==> src/rtl/chainTimerPkg.sv <==
package chainTimerPkg;
  parameter int unsigned NUM_CH    = 2;
  parameter int unsigned CNT_W     = 32;
  parameter int unsigned DATA_W    = 32;
  parameter int unsigned ADDR_W    = 12;
  parameter int unsigned CH_STRIDE = 16;

  localparam logic [ADDR_W-1:0] FRZ_ADDR = ADDR_W'('h000);
  localparam logic [ADDR_W-1:0] CH_BASE  = ADDR_W'('h100);
  localparam logic [ADDR_W-1:0] LOAD_OFS = ADDR_W'('h0);
  localparam logic [ADDR_W-1:0] VAL_OFS  = ADDR_W'('h4);
  localparam logic [ADDR_W-1:0] CTL_OFS  = ADDR_W'('h8);
  localparam logic [ADDR_W-1:0] FLG_OFS  = ADDR_W'('hC);

  // Strobes and levels from the register side to the counting side
  typedef struct packed {
    logic [NUM_CH-1:0] run;
    logic [NUM_CH-1:0] intEn;
    logic [NUM_CH-1:0] chain;
    logic [NUM_CH-1:0] start;
    logic [NUM_CH-1:0] clrFlag;
    logic              frozen;
  } tmrCtl_t;

  function automatic logic [ADDR_W-1:0] regAddr(input int unsigned ch,
                                                 input logic [ADDR_W-1:0] ofs);
    return CH_BASE + ADDR_W'(ch * CH_STRIDE) + ofs;
  endfunction
endpackage

==> src/rtl/chainTimerRegs.sv <==
module chainTimerRegs
  import chainTimerPkg::*;
(
  input  logic                          clk,
  input  logic                          rstN,
  input  logic                          wrEn,
  input  logic [ADDR_W-1:0]             addr,
  input  logic [DATA_W-1:0]             wrData,
  input  logic                          dbgHalt,
  input  logic [NUM_CH-1:0][CNT_W-1:0]  cntVal,
  input  logic [NUM_CH-1:0]             flagVal,
  output logic [DATA_W-1:0]             rdData,
  output logic [NUM_CH-1:0][CNT_W-1:0]  loadVal,
  output tmrCtl_t                       ctl
);
  logic                         freezeBit;
  logic [NUM_CH-1:0]            enR, ieR, chR;
  logic [NUM_CH-1:0][CNT_W-1:0] loadR;

  always_ff @(posedge clk or negedge rstN) begin
    if (!rstN) begin
      freezeBit <= 1'b0;
      enR       <= '0;
      ieR       <= '0;
      chR       <= '0;
      loadR     <= '0;
    end else if (wrEn) begin
      if (addr == FRZ_ADDR) freezeBit <= wrData[0];
      for (int i = 0; i < NUM_CH; i++) begin
        if (addr == regAddr(i, LOAD_OFS)) loadR[i] <= CNT_W'(wrData);
        if (addr == regAddr(i, CTL_OFS)) begin
          enR[i] <= wrData[0];
          ieR[i] <= wrData[1];
          chR[i] <= wrData[2];
        end
      end
    end
  end

  always_comb begin
    ctl.run    = enR;
    ctl.intEn  = ieR;
    ctl.chain  = chR;
    ctl.frozen = freezeBit & dbgHalt;
    for (int i = 0; i < NUM_CH; i++) begin
      ctl.start[i]   = wrEn && (addr == regAddr(i, CTL_OFS)) && wrData[0] && !enR[i];
      ctl.clrFlag[i] = wrEn && (addr == regAddr(i, FLG_OFS)) && wrData[0];
    end
  end

  assign loadVal = loadR;

  always_comb begin
    rdData = '0;
    if (addr == FRZ_ADDR) rdData[0] = freezeBit;
    for (int i = 0; i < NUM_CH; i++) begin
      if (addr == regAddr(i, LOAD_OFS)) rdData = DATA_W'(loadR[i]);
      if (addr == regAddr(i, VAL_OFS))  rdData = DATA_W'(cntVal[i]);
      if (addr == regAddr(i, CTL_OFS))  rdData[2:0] = {chR[i], ieR[i], enR[i]};
      if (addr == regAddr(i, FLG_OFS))  rdData[0] = flagVal[i];
    end
  end
endmodule

==> src/rtl/chainTimerCore.sv <==
module chainTimerCore
  import chainTimerPkg::*;
(
  input  logic                          clk,
  input  logic                          rstN,
  input  tmrCtl_t                       ctl,
  input  logic [NUM_CH-1:0][CNT_W-1:0]  loadVal,
  output logic [NUM_CH-1:0][CNT_W-1:0]  cntVal,
  output logic [NUM_CH-1:0]             flagVal,
  output logic [NUM_CH-1:0]             irq
);
  logic [NUM_CH-1:0][CNT_W-1:0] cntR;
  logic [NUM_CH-1:0]            flagR;
  logic [NUM_CH-1:0]            tick, expire;

  // Count events ripple upward: channel 0 never chains
  always_comb begin
    for (int i = 0; i < NUM_CH; i++) begin
      tick[i] = ctl.run[i] && !ctl.frozen;
      if (i > 0 && ctl.chain[i]) tick[i] = tick[i] && expire[i-1];
      expire[i] = tick[i] && (cntR[i] == '0);
    end
  end

  always_ff @(posedge clk or negedge rstN) begin
    if (!rstN) begin
      cntR  <= '0;
      flagR <= '0;
    end else begin
      for (int i = 0; i < NUM_CH; i++) begin
        if (ctl.start[i])     cntR[i] <= loadVal[i];
        else if (expire[i])   cntR[i] <= loadVal[i];
        else if (tick[i])     cntR[i] <= cntR[i] - 1'b1;
        if (expire[i])        flagR[i] <= 1'b1;
        else if (ctl.clrFlag[i]) flagR[i] <= 1'b0;
      end
    end
  end

  assign cntVal  = cntR;
  assign flagVal = flagR;
  assign irq     = flagR & ctl.intEn;
endmodule

==> src/rtl/chainTimer.sv <==
module chainTimer
  import chainTimerPkg::*;
(
  input  logic              clk,
  input  logic              rstN,
  input  logic              wrEn,
  input  logic [ADDR_W-1:0] addr,
  input  logic [DATA_W-1:0] wrData,
  output logic [DATA_W-1:0] rdData,
  input  logic              dbgHalt,
  output logic [NUM_CH-1:0] irq
);
  tmrCtl_t                      ctl;
  logic [NUM_CH-1:0][CNT_W-1:0] loadVal;
  logic [NUM_CH-1:0][CNT_W-1:0] cntVal;
  logic [NUM_CH-1:0]            flagVal;

  chainTimerRegs i_regs (
    .clk(clk), .rstN(rstN), .wrEn(wrEn), .addr(addr), .wrData(wrData),
    .dbgHalt(dbgHalt), .cntVal(cntVal), .flagVal(flagVal),
    .rdData(rdData), .loadVal(loadVal), .ctl(ctl)
  );

  chainTimerCore i_core (
    .clk(clk), .rstN(rstN), .ctl(ctl), .loadVal(loadVal),
    .cntVal(cntVal), .flagVal(flagVal), .irq(irq)
  );
endmodule

==> config.mk <==
export PLATFORM = sky130hd
export DESIGN_NAME = chainTimer
export DESIGN_NICKNAME = d
export VERILOG_FILES = /design/src/rtl/chainTimerPkg.sv /design/src/rtl/chainTimerRegs.sv /design/src/rtl/chainTimerCore.sv /design/src/rtl/chainTimer.sv
export SDC_FILE = /design/constraint.sdc
export NUM_CORES = 1
export LEC_CHECK = 0
export CORE_MARGIN = 2
export CORE_UTILIZATION = 45
export CTS_CLUSTER_SIZE = 8
export DETAILED_ROUTE_END_ITERATION = 8
export GPL_TIMING_DRIVEN = 0
export PLACE_DENSITY = 0.63
export SLEW_MARGIN = 20
export SYNTH_ARGS = -nofsm -noshare
export SYNTH_HDL_FRONTEND = slang
export SYNTH_SLANG_ARGS = --single-unit
==> constraint.sdc <==
create_clock -name clk -period 8.6 [get_ports clk]
set_clock_uncertainty 0.2 [all_clocks]
set_input_delay 0.86 -clock clk [delete_from_list [all_inputs] [get_ports clk]]
set_output_delay 0.86 -clock clk [all_outputs]
set_load 0.03 [all_outputs]
## Word-level counts from Yosys, hierarchy flattened

Index checks and enable logic that the tools add are counted.
W data, S select, Z words.

- Register bits: 137
- Latch bits: 0
- Bits in writable memories: 0
- ROM bits: 0
- Output and inout bits: 34
- Memories: 0

- $add $sub $neg: 2
- Multiply operators: 0
- Divide/modulo/power cells: 0
- Magnitude comparators: 0
- Equal/unequal tests: 8
- Shift-type cells: 0
- Multiplexer cells: 20
- Bitwise logic cells: 2
- Reductions and logical operators: 30

Operators by type and width:

| cell | number |
|---|---|
| $mux W32 | 10 |
| $eq A12 B9 Y1 const B | 8 |
| $logic_not A32 Y1 | 2 |
| $sub A32 B1 Y32 const B | 2 |
| $logic_and A1 B1 Y1 | 15 |
| $logic_not A12 Y1 | 1 |
| $reduce_and A2 Y1 | 5 |
| $mux W1 | 8 |
| $mux W3 | 2 |
| $reduce_bool A3 Y1 | 2 |
| $reduce_bool A2 Y1 | 2 |
| $logic_not A1 Y1 | 3 |
| $and A2 B2 Y2 | 1 |
| $and A1 B1 Y1 | 1 |

## Logic depth before layout (Yosys ltp)

Gate-level depths: netlist of the first run.

- Depth in word-level cells: 10
- Depth in mapped cells: 11
- Depth with buffers taken out: 8

## Modules after synthesis

Synthesis of the first run repeated with hierarchy kept, for this count alone.

- Cell total of the unflattened synthesis: 873
- Area total of the unflattened synthesis: 8239.2 um2

Modules (own cells, without submodules):

| module | instances | cells each | area an instance (um2) | sequential area each (um2) |
|---|---|---|---|---|
| chainTimerCore | 1 | 528 | 4277.9 | 1651.6 |
| chainTimerRegs | 1 | 345 | 3961.3 | 1776.7 |

## Worst setup path after synthesis of the first run

Ideal clock, no wire load.

- Path type: input port to output port
- Start: in addr[6]
- End: out rdData[31]
- Arrival time: 2.909 ns
- Required time: 7.540 ns
- Setup slack: 4.631 ns
- Stages on the path: 7
- Buffers on the path: 2
- Cells stage by stage: nor4_1 nand3_1 clkbuf_1 nor3_1 clkbuf_1 a222oi_1 a21oi_1

- Longest elaborated chain between the ends: 5

RTL lines:

| what | line | RTL |
|---|---|---|
| from (decl) | chainTimer.sv:7 | `input logic [ADDR_W-1:0] addr,` |
| $eq A12 B9 Y1 | chainTimerRegs.sv:57 | `if (addr == regAddr(i, LOAD_OFS)) rdData = DATA_W'(loadR[i]);` |
| $mux W32 | chainTimerRegs.sv:57 |  |
| $mux W32 | chainTimerRegs.sv:58 | `if (addr == regAddr(i, VAL_OFS)) rdData = DATA_W'(cntVal[i]);` |
| $mux W32 | chainTimerRegs.sv:57 |  |
| $mux W32 * | chainTimerRegs.sv:58 |  |
| to (decl) | chainTimer.sv:9 | `output logic [DATA_W-1:0] rdData,` |

Mark *: on every way between the ends. The rest lies on a longest branch, timed or not.

## Final worst setup path of the first run

- Start: in addr[6]
- End: out rdData[28]

The elaborated chain is that of the path after synthesis.

==> flow_summary.json, run 1 <==
{
  "final-max-slew-violation-count": 0,
  "drc": 0,
  "grt_max_degree": 93,
  "cts_buffers": 17,
  "p_leak_nw": 4.18,
  "fillCellCount": 1648,
  "final_hold_viol_count": 0,
  "syn_area_per_cell_um2": 9.40,
  "io_pins": 82,
  "avgViaCountPerCell": 6.53,
  "rsz0062_at_grt": "no",
  "cts_hold_buf": 0,
  "ff2ff_setup_slack_ps": 5010,
  "final_common_cell": "dfrtp_1",
  "power_switching_uw": 349,
  "ys.flop_type": "dfrtp_1",
  "crit_type": "in2out",
  "worstPathMaxFanout": 10,
  "seq_area_um2": 3430,
  "switching_share_pct": 23.6,
  "cp_common_cell": "clkbuf_1",
  "critPathCaptureType": "output pin",
  "yosysWarnings": 0,
  "relSlewSlack_pct": 17.1,
  "drtIter0Drc": 1068,
  "final_antenna_net_count": 0,
  "p_comb_share_pct": 4.8,
  "clockRootBuffer": "clkbuf_16",
  "cts_max_level": 4,
  "max_freq_mhz": 170,
  "pwr-share-clk_pct": 50.9,
  "start_util_pct": 45.5,
  "yosysSeqAreaShare_pct": 42.2,
  "netlist.area_leader.share_pct": 42.2,
  "clk_pin_slew_worst_paths_ps": 60,
  "grt_overflow": 0,
  "ys_ff_latch": 137,
  "cp_top_family": "buffers and inverters",
  "finalCritPeriodShare_pct": 68.2,
  "numClockSinks": 137,
  "cts_tree": "built",
  "crit_chain": "clkdlybuf4s50_1 -> nor4_1 -> nand3_1 -> clkbuf_1 -> nor3_1 -> clkbuf_1 -> clkbuf_1 -> a22oi_1 -> nand2_1 -> clkdlybuf4s50_1",
  "dieArea_um2": 19100,
  "hold_class": "in2async",
  "totalWireLength_um": 29300,
  "hpwl_um": 21700,
  "fin_setup_tns_ps": 0,
  "portBuffers": 79,
  "worstPathRequired_ps": 7540,
  "syn_nets": 916,
  "syn_inst": 864,
  "antenna_found_initial": 1,
  "tightest_slew_ps": 1230,
  "fp-row-count": 49,
  "num_antenna_cells": 0,
  "cts_resized": 0,
  "cp_slowest_cell": "clkdlybuf4s50_1",
  "drt-pass1-iter-count": 8,
  "peakVddDrop_mv": 0.134,
  "async_flop_share_pct": 100,
  "die-height_um": 138,
  "cpPeakStageDelay_ps": 690,
  "path_buf_inv": 5,
  "grt_pass1_vias": 7411,
  "final-setup-viol-count": 0,
  "multi_input_area_um2": 4310,
  "clockBufferDepth": 2,
  "synth_edf_count": 0,
  "avgRoutedWirePerCell_um": 24.3,
  "finalPower_mw": 1.48,
  "vias": 7863,
  "layout_common_cells": "137 x dfrtp_1, 78 x clkdlybuf4s50_1, 72 x nand2_1, 71 x mux2_2",
  "synthTopCellsByArea": "dfrtp_1 42%, mux2_2 9.8%, nand2_1 3.3%, a21oi_1 3.3%, a22oi_1 3.1%",
  "sequentialPowerShare_pct": 44.3,
  "status": "finished clean",
  "gp_congestion": 0.940,
  "layout_min_cycle_time_ps": 5870,
  "layout-drive-gt1-share_pct": 14.3,
  "grt_pass1_wl_um": 45000,
  "intPower_mw": 1.13,
  "die_w_um": 138,
  "clk_latency_ps": 430,
  "nets": 1015,
  "maxCapViolCount": 0,
  "core_area_um2": 17800,
  "syn_area_um2": 8120,
  "arrival_ps": 4810,
  "power.density_nw_per_um2": 150,
  "track_usage_pct": 30.6,
  "synth_cell_types": 69,
  "start_kind": "primary input",
  "synth_largest_area_cell": "dfrtp_1",
  "post_cts_buffers": 0,
  "utilization_pct": 55.1,
  "area_growth_pct": 21.0
}
[cell usage after synthesis (all sizes together), types with 8 or more instances]
cell type / instances
nand2: 72
a221o: 13
nand3: 36
nor2: 54
or3: 23
nand4: 17
inv: 23
buf: 22
a22oi: 34
mux2: 71
o21ai: 41
nor3: 38
or4: 16
a21oi: 55
dfrtp: 137
nor4: 28
a222oi: 19
clkbuf: 45
o211ai: 14
o22ai: 8
mux2i: 9
[power by group through the flow]
stage / registers, mW / logic, mW / clock network (mW)
floorplan: 0.664 / 0.0239 / 0
global placement: 0.666 / 0.0684 / 0
detailed placement: 0.666 / 0.0709 / 0
CTS: 0.654 / 0.0713 / 0.759
global route: 0.655 / 0.0786 / 0.783
finish: 0.654 / 0.0708 / 0.751
[cell type report]
type	count	share of cell area (%)
multi-input cells	637	43.8
flip-flops and latches	137	34.9
repair buffers	80	8.38
clock buffers	20	4.65
plain buffers	67	3.06
well taps	229	2.92
clock inverters	11	1.40
inverters	23	0.879
[registers in the layout, summed over array words and instances, names as in the netlist]
| signal | cells |
|---|---|
| i_regs.ieR | 2 |
| i_regs.chR | 2 |
| i_regs.freezeBit | 1 |
| i_regs.enR | 2 |
| i_core.flagVal | 2 |
| i_core.cntVal | 64 |
| i_regs.loadVal | 64 |
[worst reg2reg max path: stages (launching register included)]
cell and delay (ps):
dfrtp_1 360, clkbuf_1 190, nor4_1 850, nand4_1 490
nor3_1 410, or4b_1 490, or4_1 410, o211ai_1 110
[worst paths after layout]
| check | depth (start not counted) | endpoint | start |
|---|---|---|---|
| min | 1 | i_core.cntVal[48] | rstN |
| max in group asynchronous | 2 | i_regs.loadVal[43] | rstN |
| min reg2reg | 1 | i_core.cntVal[59] | i_regs.loadVal[59] |
| min in group clk | 1 | i_core.cntVal[59] | i_regs.loadVal[59] |
| max reg2reg | 7 | i_core.cntVal[57] | i_core.cntVal[34] |
| max | 10 | rdData[28] | addr[6] |
[metrics by stage]
step | cell area [um2] | worst slack (ps) | std cells | hold WS [ps]
final | 9830 | 2730 | 1204 | 123
after global routing | 9830 | 2400 | 1204 | 146
after floorplan | 8120 | 4630 | 864 | 264
after detailed placement | 9230 | 2920 | 1173 | 316
after global placement | 9200 | 774 | 1172 | 305
after CTS | 9830 | 2900 | 1204 | 136
[logic make-up after synthesis]
| kind of cell | count (synthesis) | synth area share [%] |
|---|---|---|
| simple gates | 318 | 20.6 |
| compound gates | 231 | 20.4 |
| flops | 137 | 42.2 |
| buf+inv | 90 | 4.76 |
| mux | 80 | 11.0 |
| xor+xnor | 4 | 0.431 |
| fa+ha+maj | 4 | 0.616 |
[layer usage]
metal / up-vias / GRT usage [%] / part of all wire, %
li1: 3523 / - / -
met1: 3881 / 43.7 / 44
met3: 49 / 7.31 / 9.7
met5: - / 0 / 0
met2: 410 / 46.2 / 44
met4: 0 / 9.40 / 2.7
Power figures use the tool's default switching activity.
==> run 2: changes to the inputs <==
- PLACE_DENSITY: 0.63 -> 0.66
- clock period: 8.6 -> 5 ns (I/O delays scaled with it)
==> run 2 against run 1 <==
Net effect: sequential share of layout area down 0.11 points; cell area up 0.31%; critical path type unchanged; utilization up 0.17 points; largest power group unchanged; die area unchanged; wire length up 1.7%.
==> flow_summary.json, run 2 (synthesized netlist as in run 1, its figures left out) <==
{
  "status": "finished clean",
  "max_freq_mhz": 211,
  "start_kind": "primary input",
  "layout_common_cells": "137 x dfrtp_1, 78 x clkdlybuf4s50_1, 72 x nand2_1, 71 x mux2_2",
  "worstPathRequired_ps": 4300,
  "placed_cell_area_um2": 9230,
  "p_leak_nw": 4.21,
  "core_area_um2": 17800,
  "drt-pass1-iter-count": 7,
  "cts_tree": "built",
  "area_growth_pct": 21.4,
  "die-height_um": 138,
  "finalPower_mw": 2.55,
  "antenna_found_initial": 1,
  "gp_congestion": 0.979,
  "fillCellCount": 1639,
  "fp-row-count": 49,
  "die_w_um": 138,
  "grt_pass1_vias": 7385,
  "relSlewSlack_pct": 28.9,
  "start_util_pct": 45.5,
  "rsz0062_at_grt": "yes",
  "dieArea_um2": 19100,
  "power.density_nw_per_um2": 259,
  "totalWireLength_um": 29700,
  "grt_pass1_wl_um": 45400,
  "avgRoutedWirePerCell_um": 24.6,
  "final_hold_viol_count": 0,
  "final_antenna_net_count": 0,
  "clockRootBuffer": "clkbuf_16",
  "final_common_cell": "dfrtp_1",
  "hold_class": "reg2reg",
  "design_area_um2": 9860,
  "portBuffers": 79,
  "numClockSinks": 137,
  "vias": 7979,
  "grt_max_degree": 95,
  "drc": 0,
  "drtIter0Drc": 1034,
  "hpwl_um": 21900,
  "pre_cts_ws_ps": 62.5,
  "clockBufferDepth": 2,
  "multi_input_area_um2": 4310,
  "cts_max_level": 4,
  "seq_area_um2": 3430,
  "crit_chain": "clkdlybuf4s50_1 -> nor4_1 -> nand3_1 -> clkbuf_1 -> nor3_2 -> clkbuf_1 -> a222oi_1 -> a21oi_1 -> clkdlybuf4s50_1",
  "fin_ws_ps": 260,
  "grt_overflow": 0,
  "path_buf_inv": 4,
  "layout-drive-gt1-share_pct": 14.9,
  "track_usage_pct": 31.0,
  "utilization_pct": 55.2,
  "arrival_ps": 4040,
  "avgViaCountPerCell": 6.61,
  "final-max-slew-violation-count": 0,
  "nets": 1016,
  "clk_pin_slew_worst_paths_ps": 60,
  "layout_min_cycle_time_ps": 4740,
  "crit_type": "in2out",
  "cts_buffers": 17,
  "worstPathMaxFanout": 10,
  "io_pins": 82,
  "final-setup-viol-count": 0,
  "cpPeakStageDelay_ps": 730,
  "cp_top_family": "buffers and inverters",
  "peakVddDrop_mv": 0.244,
  "tightest_slew_ps": 1060,
  "finalCritPeriodShare_pct": 94.8,
  "cp_slowest_cell": "clkdlybuf4s50_1",
  "critPathCaptureType": "output pin",
  "maxCapViolCount": 0,
  "clk_latency_ps": 430,
  "fin_setup_tns_ps": 0
}
==> run 2: changes by cell type in the layout (fill, tap and decap cells not counted), sizes merged <==
cell         previous run  this run
buf                    24        23
inv                    27        30
diode                   0         1
dlygate4sd3             0         1
clkinv                  4         3
==> run 2: path summary, 6_finish.rpt <==
path                                   startpoint           endpoint  slack (ps)  cells after the start
worst max-delay path                      addr[6]          rdData[9]         260                      9
worst min-delay path                i_regs.chR[0]      i_regs.chR[0]         310                      1
worst max register to register  i_core.cntVal[11]  i_core.cntVal[38]        1410                      8
worst min register to register      i_regs.chR[0]      i_regs.chR[0]         310                      1
max in group asynchronous                    rstN  i_core.cntVal[61]        3450                      3
min in group asynchronous                    rstN  i_regs.loadVal[3]         330                      2
==> run 2: layout make-up <==
type,count,area share (%)
clock inverter,13,1.60
tap,229,2.91
buffer,67,3.11
antenna,1,0.0254
clock buffer,19,4.49
inverter,23,0.876
timing repair buffer,81,8.45
multi-input combinational,637,43.7
sequential,137,34.8
==> run 2: repair_timing <==
action,in CTS,in global routing
endpoints found under the hold margin,43,0
gates resized for setup,0,10
setup buffers,0,0
endpoints found under the setup margin,0,25
hold buffers,1,0
==> run 2: power breakdown <==
part	internal, mW	switching, mW
logic	0.0555	0.0684
registers	1.12	0.00962
clock network	0.763	0.543
==> run 2: routing by layer <==
| metal | GRT usage (%) | wire length (um) | part of all wire (%) |
|---|---|---|---|
| met5 | 0 | 13 | 0.044 |
| met4 | 9.02 | 753 | 2.5 |
| met3 | 7.97 | 2830 | 9.5 |
| met2 | 47.8 | 13700 | 46 |
| met1 | 43.5 | 12400 | 42 |
==> run 2: through the flow <==
stage / instances / hold slack [ps]
5_1_grt: 1206 / 336
2_1_floorplan: 864 / 4.41
3_3_place_gp: 1172 / 293
4_1_cts: 1206 / 311
6_report: 1207 / 310
3_5_place_dp: 1173 / 216
==> run 3: changes to the inputs <==
- PLACE_DENSITY: 0.66 -> 0.63
- clock period: 5 -> 5.9 ns (I/O delays scaled with it)
==> run 3 against run 2 <==
Net effect: register-to-register slack better by 930 ps; clock-buffer cell count increased by 1; global-route usage down 0.46 points; utilization shrank 0.11 points; combinational power shrank 16%; non-clock buffer count stayed put; clock power down 17%.
==> flow_summary.json, run 3 (synthesized netlist as in run 1, its figures left out) <==
{
  "cts_buffers": 17,
  "antenna_found_initial": 1,
  "clk_latency_ps": 430,
  "final-setup-viol-count": 0,
  "fin_setup_tns_ps": 0,
  "power.density_nw_per_um2": 218,
  "peakVddDrop_mv": 0.194,
  "grt_max_degree": 93,
  "path_buf_inv": 5,
  "vias": 7856,
  "cpPeakStageDelay_ps": 690,
  "die_w_um": 138,
  "worstPathRequired_ps": 5110,
  "avgRoutedWirePerCell_um": 24.3,
  "layout-drive-gt1-share_pct": 14.2,
  "cp_common_cell": "clkbuf_1",
  "hpwl_um": 21700,
  "numClockSinks": 137,
  "grt_overflow": 0,
  "avgViaCountPerCell": 6.52,
  "rsz0062_at_grt": "no",
  "drc": 0,
  "finalPower_mw": 2.15,
  "critPathCaptureType": "output pin",
  "drtIter0Drc": 1001,
  "core_area_um2": 17800,
  "clk_pin_slew_worst_paths_ps": 60,
  "fp-row-count": 49,
  "cts_max_level": 4,
  "tightest_slew_ps": 1210,
  "drt-pass1-iter-count": 9,
  "start_kind": "primary input",
  "cp_slowest_cell": "clkdlybuf4s50_1",
  "final-max-slew-violation-count": 0,
  "final_antenna_net_count": 0,
  "area_growth_pct": 21.1,
  "finalNonFillerCells": 1205,
  "track_usage_pct": 30.6,
  "finalCritPeriodShare_pct": 89.5,
  "grt_util_met2_pct": 46.2,
  "start_util_pct": 45.5,
  "relSlewSlack_pct": 18.8,
  "use_met1_pct": 43.7,
  "arrival_ps": 4490,
  "design_area_um2": 9840,
  "hold_class": "reg2reg",
  "layout_common_cells": "137 x dfrtp_1, 78 x clkdlybuf4s50_1, 72 x nand2_1, 71 x mux2_2",
  "clockBufferDepth": 2,
  "num_antenna_cells": 0,
  "fillCellCount": 1647,
  "dieArea_um2": 19100,
  "top_usage_layer": "met2",
  "final_hold_viol_count": 0,
  "placed_cell_area_um2": 9230,
  "crit_chain": "clkdlybuf4s50_1 -> nor4_1 -> nand3_1 -> clkbuf_1 -> nor3_1 -> clkbuf_1 -> clkbuf_1 -> a22oi_1 -> nand2_1 -> clkdlybuf4s50_1",
  "crit_type": "in2out",
  "final_common_cell": "dfrtp_1",
  "cts_tree": "built",
  "worstPathMaxFanout": 10,
  "max_freq_mhz": 189,
  "use_met3_pct": 7.31,
  "die-height_um": 138,
  "gp_congestion": 0.940,
  "clockRootBuffer": "clkbuf_16",
  "maxCapViolCount": 0,
  "p_leak_nw": 4.19,
  "io_pins": 82,
  "nets": 1016,
  "grt_pass1_vias": 7414,
  "grt_pass1_wl_um": 45000,
  "status": "finished clean",
  "layout_min_cycle_time_ps": 5280,
  "totalWireLength_um": 29200,
  "portBuffers": 79,
  "cp_top_family": "buffers and inverters",
  "dp_cells": 1173
}
==> run 3: changes by cell type in the layout (fill, tap and decap cells not counted) <==
cell      delta
nor3_2       -1
clkinv_4     +1
buf_1        +1
nor3_1       +1
diode_2      -1
inv_6        -2
inv_8        -1
clkbuf_8     +1
clkbuf_2     -5
clkbuf_1     +4
==> run 3: area by class of cell <==
type / count / area (um2) / area share (%)
multi-input combinational: 637 / 4310 / 43.8
timing repair buffer: 81 / 833 / 8.47
inverter: 23 / 86.3 / 0.878
clock inverter: 11 / 138 / 1.40
sequential: 137 / 3430 / 34.9
buffer: 67 / 300 / 3.05
tap: 229 / 287 / 2.91
clock buffer: 20 / 457 / 4.64
==> run 3: worst paths after layout <==
check	start	to	slack [ps]	cells after the start
worst max-delay path	addr[6]	rdData[28]	620	10
worst max register to register	i_core.cntVal[34]	i_core.cntVal[57]	2340	7
worst min register to register	i_regs.loadVal[59]	i_core.cntVal[59]	340	1
worst min-delay path	i_regs.loadVal[59]	i_core.cntVal[59]	340	1
max in group asynchronous	rstN	i_regs.loadVal[43]	4280	3
min in group asynchronous	rstN	i_core.cntVal[48]	450	2
==> run 3: metrics by stage <==
stage	setup WS (ps)	utilization, %	hold WS [ps]
CTS	742	55.1	330
floorplan	2470	-	94.4
detailed placement	760	51.7	315
finish	620	55.1	335
global route	236	55.1	364
global placement	-1660	51.6	305
==> run 3: power by group <==
group / internal [mW] / switching, mW
Clock: 0.651 / 0.440
Combinational: 0.0469 / 0.0569
Sequential: 0.946 / 0.00826
==> run 3: routing by layer <==
| metal | wire [um] | vias up |
|---|---|---|
| met1 | 12700 | 3882 |
| met2 | 13000 | 416 |
| met4 | 695 | 0 |
| li1 | - | 3510 |
| met3 | 2840 | 48 |
| met5 | 0 | - |
==> run 3: repair_timing <==
action	in CTS	in global routing
hold buffers	1	0
resized for setup	0	0
endpoints found under the hold margin	45	0
setup buffers	0	0
